## src/rtl/sta_pkg.sv

```systemverilog
package sta_pkg;
   typedef enum logic [1:0] {
      ST_IDLE = 2'd0,
      ST_SCAN = 2'd1,
      ST_DONE = 2'd2
   } scan_state_e;
endpackage

```

## src/rtl/sta_census.sv

```systemverilog
// Counts the functional ordinary tiles and the functional spare tiles.
module sta_census #(
   parameter int unsigned NT = 38,
   parameter logic [NT-1:0] SPARE_MASK = '0,
   parameter int unsigned CNTW = 6
) (
   input  logic [NT-1:0]   defect_i,
   output logic [CNTW-1:0] ord_ok_o,
   output logic [CNTW-1:0] spare_ok_o
);
   always_comb begin
      ord_ok_o   = '0;
      spare_ok_o = '0;
      for (int i = 0; i < int'(NT); i++) begin
         if (!defect_i[i]) begin
            if (SPARE_MASK[i]) spare_ok_o = spare_ok_o + 1'b1;
            else               ord_ok_o   = ord_ok_o + 1'b1;
         end
      end
   end
endmodule

```

## src/rtl/sta_scan.sv

```systemverilog
// Sequential walker: decides one tile per clock.
module sta_scan
   import sta_pkg::*;
#(
   parameter int unsigned NT = 38,
   parameter int unsigned CPT = 2,
   parameter logic [NT-1:0] SPARE_MASK = '0,
   parameter int unsigned TIDW = 6,
   parameter int unsigned CNTW = 6,
   parameter int unsigned COREW = 7
) (
   input  logic             clk,
   input  logic             rst_n,
   input  logic             start_i,
   input  logic [NT-1:0]    defect_i,
   input  logic [COREW-1:0] target_cores_i,
   input  logic [CNTW-1:0]  ord_ok_i,
   input  logic [CNTW-1:0]  spare_ok_i,
   output logic             busy_o,
   output logic             done_o,
   output logic [NT-1:0]    en_o,
   output logic             fail_o,
   output logic [CNTW-1:0]  slot_o,
   output logic [NT-1:0]    def_cap_o,
   output logic [COREW-1:0] tgt_cap_o,
   output logic             wr_en_o,
   output logic [TIDW-1:0]  wr_addr_o,
   output logic [TIDW-1:0]  wr_tile_o
);
   localparam logic [TIDW-1:0] LAST_IDX = TIDW'(NT - 1);

   scan_state_e      state_q;
   logic [TIDW-1:0]  idx_q;
   logic [NT-1:0]    def_q;
   logic [NT-1:0]    en_q;
   logic [COREW-1:0] tgt_q;
   logic [COREW-1:0] need_q;
   logic [CNTW-1:0]  ord_used_q;
   logic [CNTW-1:0]  sp_used_q;
   logic [CNTW-1:0]  slot_q;
   logic             fail_q;

   logic [COREW-1:0] tgt_in;
   logic [COREW-1:0] ord_ext;
   logic [COREW:0]   ok_sum;
   logic             accept;
   logic             cur_ok;
   logic             cur_sp;
   logic             take;

   assign tgt_in  = COREW'(target_cores_i / COREW'(CPT));
   assign ord_ext = COREW'(ord_ok_i);
   assign ok_sum  = (COREW + 1)'(ord_ok_i) + (COREW + 1)'(spare_ok_i);
   assign accept  = start_i && (state_q != ST_SCAN);

   assign cur_ok = !def_q[idx_q];
   assign cur_sp = SPARE_MASK[idx_q];
   assign take   = (state_q == ST_SCAN) && cur_ok &&
                   (cur_sp ? (COREW'(sp_used_q) < need_q)
                           : (COREW'(ord_used_q) < tgt_q));

   always_ff @(posedge clk or negedge rst_n) begin
      if (!rst_n) begin
         state_q    <= ST_IDLE;
         idx_q      <= '0;
         def_q      <= '0;
         en_q       <= '0;
         tgt_q      <= '0;
         need_q     <= '0;
         ord_used_q <= '0;
         sp_used_q  <= '0;
         slot_q     <= '0;
         fail_q     <= 1'b0;
      end else if (accept) begin
         state_q    <= ST_SCAN;
         idx_q      <= '0;
         def_q      <= defect_i;
         en_q       <= '0;
         tgt_q      <= tgt_in;
         need_q     <= (tgt_in > ord_ext) ? (tgt_in - ord_ext) : '0;
         ord_used_q <= '0;
         sp_used_q  <= '0;
         slot_q     <= '0;
         fail_q     <= ok_sum < {1'b0, tgt_in};
      end else if (state_q == ST_SCAN) begin
         if (take) begin
            en_q[idx_q] <= 1'b1;
            slot_q      <= slot_q + 1'b1;
            if (cur_sp) sp_used_q  <= sp_used_q + 1'b1;
            else        ord_used_q <= ord_used_q + 1'b1;
         end
         if (idx_q == LAST_IDX) state_q <= ST_DONE;
         else                   idx_q   <= idx_q + 1'b1;
      end
   end

   assign busy_o    = (state_q == ST_SCAN);
   assign done_o    = (state_q == ST_DONE);
   assign en_o      = en_q;
   assign fail_o    = fail_q && (state_q == ST_DONE);
   assign slot_o    = slot_q;
   assign def_cap_o = def_q;
   assign tgt_cap_o = tgt_q;
   assign wr_en_o   = take;
   assign wr_addr_o = TIDW'(slot_q);
   assign wr_tile_o = idx_q;
endmodule

```

## src/rtl/sta_map.sv

```systemverilog
// Slot-to-tile table filled during the scan.
module sta_map #(
   parameter int unsigned NT = 38,
   parameter int unsigned TIDW = 6
) (
   input  logic            clk,
   input  logic            rst_n,
   input  logic            wr_en_i,
   input  logic [TIDW-1:0] wr_addr_i,
   input  logic [TIDW-1:0] wr_tile_i,
   input  logic [TIDW-1:0] rd_addr_i,
   output logic [TIDW-1:0] rd_tile_o
);
   logic [TIDW-1:0] ent [NT];

   for (genvar g = 0; g < int'(NT); g++) begin : g_ent
      always_ff @(posedge clk or negedge rst_n) begin
         if (!rst_n)                                   ent[g] <= '0;
         else if (wr_en_i && wr_addr_i == TIDW'(g))    ent[g] <= wr_tile_i;
      end
   end

   always_comb begin
      rd_tile_o = '0;
      for (int i = 0; i < int'(NT); i++)
         if (rd_addr_i == TIDW'(i)) rd_tile_o = ent[i];
   end
endmodule

```

## src/rtl/spare_tile_alloc.sv

```systemverilog
module spare_tile_alloc #(
   parameter int unsigned NUM_TILES = 38,
   parameter int unsigned CORES_PER_TILE = 2,
   parameter logic [NUM_TILES-1:0] SPARE_MASK = 38'h20_0800_0104,
   localparam int unsigned TIDW  = $clog2(NUM_TILES),
   localparam int unsigned CNTW  = $clog2(NUM_TILES + 1),
   localparam int unsigned COREW = $clog2(NUM_TILES * CORES_PER_TILE + 1)
) (
   input  logic                 clk,
   input  logic                 rst_n,
   input  logic                 start_i,
   input  logic [NUM_TILES-1:0] defect_i,
   input  logic [COREW-1:0]     target_cores_i,
   input  logic [COREW-1:0]     core_sel_i,
   output logic                 busy_o,
   output logic                 done_o,
   output logic                 fail_o,
   output logic [NUM_TILES-1:0] tile_en_o,
   output logic [COREW-1:0]     core_count_o,
   output logic                 core_valid_o,
   output logic [TIDW-1:0]      core_tile_o
);
   if (NUM_TILES < 2) begin : g_bad_tiles
      $error("NUM_TILES must be at least 2");
   end
   if (CORES_PER_TILE < 1) begin : g_bad_cpt
      $error("CORES_PER_TILE must be at least 1");
   end
   if (SPARE_MASK == '1) begin : g_bad_mask
      $error("at least one ordinary tile is required");
   end

   logic [CNTW-1:0]      ord_ok;
   logic [CNTW-1:0]      spare_ok;
   logic [CNTW-1:0]      slot;
   logic [NUM_TILES-1:0] def_cap;
   logic [COREW-1:0]     tgt_cap;
   logic                 wr_en;
   logic [TIDW-1:0]      wr_addr;
   logic [TIDW-1:0]      wr_tile;
   logic [COREW-1:0]     sel_tile;
   logic [TIDW-1:0]      rd_tile;

   sta_census #(.NT(NUM_TILES), .SPARE_MASK(SPARE_MASK), .CNTW(CNTW)) u_census (
      .defect_i  (defect_i),
      .ord_ok_o  (ord_ok),
      .spare_ok_o(spare_ok)
   );

   sta_scan #(
      .NT(NUM_TILES), .CPT(CORES_PER_TILE), .SPARE_MASK(SPARE_MASK),
      .TIDW(TIDW), .CNTW(CNTW), .COREW(COREW)
   ) u_scan (
      .clk           (clk),
      .rst_n         (rst_n),
      .start_i       (start_i),
      .defect_i      (defect_i),
      .target_cores_i(target_cores_i),
      .ord_ok_i      (ord_ok),
      .spare_ok_i    (spare_ok),
      .busy_o        (busy_o),
      .done_o        (done_o),
      .en_o          (tile_en_o),
      .fail_o        (fail_o),
      .slot_o        (slot),
      .def_cap_o     (def_cap),
      .tgt_cap_o     (tgt_cap),
      .wr_en_o       (wr_en),
      .wr_addr_o     (wr_addr),
      .wr_tile_o     (wr_tile)
   );

   sta_map #(.NT(NUM_TILES), .TIDW(TIDW)) u_map (
      .clk      (clk),
      .rst_n    (rst_n),
      .wr_en_i  (wr_en),
      .wr_addr_i(wr_addr),
      .wr_tile_i(wr_tile),
      .rd_addr_i(TIDW'(sel_tile)),
      .rd_tile_o(rd_tile)
   );

   assign sel_tile     = COREW'(core_sel_i / COREW'(CORES_PER_TILE));
   assign core_valid_o = done_o && (sel_tile < COREW'(slot));
   assign core_tile_o  = core_valid_o ? rd_tile : '0;
   assign core_count_o = COREW'(slot * CORES_PER_TILE);
endmodule

```

## config.mk

```make
export PLATFORM = sky130hd
export DESIGN_NAME = spare_tile_alloc
export DESIGN_NICKNAME = d
export VERILOG_FILES = /design/src/rtl/sta_pkg.sv /design/src/rtl/sta_census.sv /design/src/rtl/sta_scan.sv /design/src/rtl/sta_map.sv /design/src/rtl/spare_tile_alloc.sv
export SDC_FILE = /design/constraint.sdc
export NUM_CORES = 1
export LEC_CHECK = 0
export ABC_AREA = 1
export ABC_CLOCK_PERIOD_IN_PS = 8900
export BUFFER_PORTS_ARGS = -buffer_cell sky130_fd_sc_hd__buf_4
export CORE_UTILIZATION = 30
export DETAILED_ROUTE_END_ITERATION = 6
export GPL_TIMING_DRIVEN = 0
export PLACE_DENSITY = 0.47
export SETUP_SLACK_MARGIN = 0.3
export SKIP_LAST_GASP = 1
export SYNTH_ARGS = -nofsm -noshare
export SYNTH_HDL_FRONTEND = slang
export SYNTH_SLANG_ARGS = --single-unit
```

## constraint.sdc

```tcl
create_clock -name clk -period 8.9 [get_ports clk]
set_input_delay 1.335 -clock clk [delete_from_list [all_inputs] [get_ports clk]]
set_output_delay 1.335 -clock clk [all_outputs]
set_load 0.01 [all_outputs]
```

* Yosys cells after proc, flatten, opt, wreduce, memory -nomap -nowiden *
Memory sizes are Yosys's and may differ from the RTL's.
Cells that the tools add are included.

word-level totals
  flip-flop bits (word level) = 344
  memory bits (read-only) = 64
  output and inout port bits = 55
  word-level logic and storage cells = 339
  memories = 1

operators by class
  $add $sub $neg = 42
  order comparisons = 7
  eq/ne operators = 80
  multiplexer cells = 104
  bitwise logic cells = 1
  reductions and logical operators = 56

memories
  name              words  width  read ports  clocked after memory_dff  wr ports  line            text
  (name not given)  64     1      1           0                         0         sta_scan.sv:57  assign cur_sp = SPARE_MASK[idx_q];

operator list
  operator               count
  $mux W6                89
  $add A6 B1 Y6 const B  38
  $eq A6 B5 Y1 const B   32
  $mux W38               3
  $eq A6 B4 Y1 const B   16
  $eq A6 B6 Y1 const B   13
  $eq A6 B3 Y1 const B   8
  $logic_and A1 B1 Y1    44
  $or A38 B38 Y38        1
  $eq A6 B2 Y1 const B   4
  $eq A6 B1 Y1 const B   2
  $logic_not A6 Y1       2
  $lt A6 B6 Y1           2
  $lt A8 B6 Y1           1
  $reduce_bool A2 Y1     4
  $add A6 B6 Y7          1
  $lt A6 B7 Y1           1
  $lt A6 B7 Y1 const B   1
  $mux W7                1
  $sub A6 B6 Y7          1
  $bmux W1 S6            1
  $demux W1 S6           1
  $ge A6 B1 Y1 const B   1
  $gt A6 B6 Y1           1
  9 further kinds        22

* Depth between registers and ports, before layout *
  depth after elaboration = 69
  gate-level depth with buffers = 110

* Modules after synthesis *
Synthesis repeated with hierarchy kept, for this count alone.

unflattened totals
  cell total of the unflattened synthesis = 3318
  area, all modules = 22945.8 µm²

by module, submodules not included
  module            times used  cells an instance  area each (µm²)
  sta_map           1           1352               10537.6
  sta_scan          1           815                6447.4
  sta_census        1           1110               5751.8
  spare_tile_alloc  1           41                 209.0

* Least setup slack after synthesis *
No wires, ideal clock.

  path kind = in2reg
  from = input port defect_i[0]
  to = register u_scan.fail_q
  library setup time = 0.065 ns
  arrival = 15.184 ns
  data required time = 8.835 ns
  setup slack = -6.349 ns
  cell stages on the path = 105
  path buffers = 0
  cell sequence = inv_1 > ha_1 > inv_1 > nand2_1 > nand2_2 > inv_1 > ha_1 > nand2_1 > nand2_1 > nand2_1 > nand3_1 > nand2_1 > ha_1 > or2_2 > nand2_1 > xnor2_1 > o21ai_1 > ha_1 > [... 69 more ...] > mux2i_1 > inv_1 > ha_1 > or2_2 > o21ai_0 > inv_1 > fa_1 > nand2_1 > nand2_1 > a21oi_1 > xor2_1 > inv_1 > ha_1 > a21boi_0 > o21a_1 > nor3_1 > nand2_1 > nand2_1

between the ends
  cells in the longest elaborated chain, start to end = 69

RTL lines
  element                 line                    text
  start: declaration      spare_tile_alloc.sv:12  input logic [NUM_TILES-1:0] defect_i,
  $mux W1 *               sta_census.sv:15        if (!defect_i[i]) begin
  $add A1 B1 Y2           sta_census.sv:17        else ord_ok_o = ord_ok_o + 1'b1;
  $mux W6 *               sta_census.sv:15
  $add A6 B1 Y6           --
  $mux W6 *               sta_census.sv:15
  $add A6 B1 Y6           sta_census.sv:17
  $mux W6 *               sta_census.sv:15
  $add A6 B1 Y6           sta_census.sv:17
  [... 53 more ...]       --
  $add A6 B1 Y6           sta_census.sv:17
  $mux W6 *               sta_census.sv:15
  $add A6 B1 Y6           sta_census.sv:17
  $mux W6 *               sta_census.sv:15
  $add A6 B1 Y6           sta_census.sv:17
  $mux W6 *               sta_census.sv:15
  $add A6 B6 Y7 *         sta_scan.sv:53          assign ok_sum = (COREW + 1)'(ord_ok_i) + (COREW + 1)'(spare_ok_i);
  $lt A8 B6 Y1 *          sta_scan.sv:84          fail_q <= ok_sum < {1'b0, tgt_in};
  end signal: assignment  sta_scan.sv:84
  end: declaration        sta_scan.sv:41          logic fail_q;

Mark *: on every way between the ends. The rest lies on a longest branch, timed or not.
A chain may end at the register's enable or synchronous reset.

* Final worst setup path *
  from = input port defect_i[1]
  to = register u_scan.need_q[1]

between the ends
  cells in the longest elaborated chain, start to end = 67
  elaborated cells between the ends (all ways) = 68

RTL lines
  element                                        line              text
  $mux W6 *                                      sta_census.sv:15
  $add A6 B1 Y6                                  --
  $mux W6 *                                      sta_census.sv:15
  $add A6 B1 Y6                                  sta_census.sv:17
  $mux W6 *                                      sta_census.sv:15
  $add A6 B1 Y6                                  sta_census.sv:17
  $mux W6 *                                      sta_census.sv:15
  $add A6 B1 Y6                                  sta_census.sv:17
  [... 51 more ...]                              --
  $add A6 B1 Y6                                  sta_census.sv:17
  $mux W6 *                                      sta_census.sv:15
  $add A6 B1 Y6                                  sta_census.sv:17
  $mux W6 *                                      sta_census.sv:15
  $add A6 B1 Y6                                  sta_census.sv:17
  $mux W6 *                                      sta_census.sv:15
  $sub A6 B6 Y7 or $gt A6 B6 Y1 (tied branches)  sta_scan.sv:80    need_q <= (tgt_in > ord_ext) ? (tgt_in - ord_ext) : '0;
  $mux W7 *                                      sta_scan.sv:80
  end signal: assignment                         sta_scan.sv:80
  end: declaration                               sta_scan.sv:37    logic [COREW-1:0] need_q;

Marked as above.

==> reports/qor.yml <==
outcome: "complete, but fails checks"
violations: "setup timing"
vias_per_cell: 4.944
power_leakage_nw: 14.14
powerDensity_mw_per_mm2: 345.2
cts_tree: "done"
yosysUniqueCellTypes: 49
intPower_mw: 5.487
worstPathRequired_ns: 9.37
ys_ff_latch: 344
gp_congestion: 0.8544
postCtsHoldBufs: 0
portBuffers: 106
synthFlopType: "dfrtp_1"
timing.final.crit_share_pct: 167.3
drc: 0
cp-start-kind: "primary input"
pwr-share-seq_pct: 24.5
hold_ws_ns: 0.4775
grt_pass1_vias: 20350
wl_per_cell_um: 16.52
ys_warn_count: 0
max_stage_delay_ns: 0.30
clock_path_buffers: 3
pwr-share-clk_pct: 17.5
endpoint_kind: "register"
cp.arrival_ns: 15.35
cts.sink_count: 344
synth-edff-count: 0
areaGrowthSynthToFinish_pct: 31.35
layout.nets: 3380
fmax_mhz: 67.17
drive_gt1_share_pct: 26.33
min_path_type: "register to register"
path_class: "primary input to register"
n_antenna_cell: 0
drt-total-wl_um: 69700
coreArea_sq_mm: 0.07149
avgSynthCellArea_sq_um: 7.446
synth_area_sq_mm: 0.02167
h-tree-depth: 2
grt_antenna_before_repair: 1
min_period_ns: 14.89
power_frac_comb_pct: 58.0
maxCapViolCount: 0
design.die.area_sq_mm: 0.07331
cts.clk_slew.worst_paths_ns: 0.06
dr.pass1.iters: 5
final_core_util_pct: 39.81
track_usage_pct: 18.28
p_switching_mw: 4.339
swShare_pct: 44.16
synth_cells: 2910
clock_latency_ns: 0.55
dpl.hpwl_um: 50520
setup-violations-final: 8
rows: 98
slowest_stage: "ha_4"
vdd_drop_max_uv: 168.5
rsz0062_at_grt: "true"
layout_commonest_cell: "nand2_1"
power_mw: 9.826
worst_path_most_repeated_cell: "buf_4"
tightest_slew_ns: 1.295
die_y_um: 270.8
setup_slack_ns: -5.988
finalClockSkew_ns: 0.009268
ff2ff_setup_slack_ns: 3.71
final_cell_mix: "666 x nand2_1, 344 x dfrtp_1, 335 x o21ai_0"
slew_violations: 0
initialDrtViolationCount: 1207
cp_max_fo: 5
grt_pass1_wl_um: 108300
ys_seq_area_share_pct: 39.73
grt_overflow: 0
vias: 20860
die_w_um: 270.8
relSlewSlack_pct: 12.97
hold_violations: 0
start_util_pct: 30.31
cts-root-buf: "clkbuf_16"
place_ws_ns: -7.184
cts_made_buffers: 41
antenna_left: 0
ios: 110
grt_max_degree: 99
async_flop_share_pct: 100.0
-- routing by layer --
metal	vias to the layer above	GRT usage (%)	share of wire, %
met5	-	0	0.023
met4	2	5.828	2.8
met3	114	4.216	5.9
met2	431	31.23	48
met1	9972	22.63	43
li1	10340	-	-
-- critical path, delay by kind of cell --
kind                     cells  cell delay, ns
XOR/XNOR                     3            0.42
AND/OR/NAND/NOR             58            4.65
buffers and inverters       55            6.01
adder cells (fa/ha/maj)      6            1.64
AO/OA/AOI/OAI                7            1.22
-- final cells by class --
cell class                      instances  area, sq um
Sequential cell                       344         8608
Inverter                              330         1266
Multi-Input combinational cell       2138        13220
Tap cell                              950         1189
Fill cell                            7171        43030
Buffer                                 99        375.4
Timing Repair Buffer                  290         2437
Clock buffer                           61         1201
Clock inverter                          8        167.7
-- stage by stage --
step           instances  setup TNS (ns)  instance area, sq um
6_report            4220          -46.87                 28460
2_1_floorplan       2911          -41.92                 21810
3_5_place_dp        3975          -54.70                 23970
4_1_cts             4176          -46.20                 26620
3_3_place_gp        3967          -52.40                 23790
5_1_grt             4220          -52.19                 28460
-- what timing repair did --
action / 4_1_cts / 5_1_grt
buffers inserted: 132 / 43
resized for setup: 66 / 338
pin swaps: 81 / 169
setup endpoints to repair: 8 / 10
-- cells by family after synthesis --
logic type                 Yosys count  share of synthesized area [%]
buffers and inverters              429                          7.449
DFF                                344                          39.73
and+or+nand+nor                   1492                          32.58
other                                1                        0.01731
adders and majority gates           81                          4.747
muxes                                1                        0.04620
AOI/OAI and AO/OA                  539                          14.47
xor gates and xnor gates            23                         0.9643
-- registers in the layout, summed over array words and instances (netlist names) --
signal and count:
u_map.ent 228, u_scan.def_cap_o 38, u_scan.en_o 38, u_scan.fail_q 1, u_scan.need_q 7, u_scan.ord_used_q 6
u_scan.slot_o 6, u_scan.sp_used_q 6, u_scan.state_q 2, u_scan.tgt_cap_o 6, u_scan.wr_tile_o 6
-- power by group through the flow --
stage | registers (mW) | logic, mW | clock network, mW
6_report | 2.41 | 5.70 | 1.72
5_1_grt | 2.47 | 6.27 | 1.82
4_1_cts | 2.41 | 4.61 | 1.77
3_5_place_dp | 2.43 | 4.00 | 0
3_3_place_gp | 2.42 | 3.88 | 0
2_1_floorplan | 2.37 | 2.75 | 0
-- worst paths after layout --
kind | start | to | depth (start not counted)
setup / recovery | defect_i[1] | u_scan.need_q[1] | 129
hold / removal | u_map.ent[127] | u_map.ent[127] | 2
setup reg to reg | u_scan.wr_tile_o[2] | u_map.ent[128] | 14
hold reg to reg | u_map.ent[127] | u_map.ent[127] | 2
max in group asynchronous | rst_n | u_scan.need_q[3] | 2
min in group asynchronous | rst_n | u_map.ent[212] | 1
-- Yosys cell counts, drive strengths merged, types with 3 or more instances --
cell type,instances,share of area (%)
xor2,12,0.52
nor4,5,0.14
nor3,21,0.49
nand2,906,17
or2,13,0.38
o31ai,6,0.21
o21ai,358,8.3
xnor2,11,0.44
a22o,5,0.20
clkbuf,98,1.7
o22ai,3,0.087
o211ai,6,0.21
a31oi,5,0.14
a32o,39,1.8
nand3,370,11
nand4,29,0.84
dfrtp,344,40
a22oi,7,0.24
nor2,138,2.5
a221oi,31,1.3
a21boi,3,0.12
clkinv,4,0.069
a21oi,64,1.5
inv,326,5.6
and3,4,0.12
o21a,5,0.17
ha,79,4.6
nand3b,4,0.14
No activity file was read; power rests on OpenSTA's default activity.
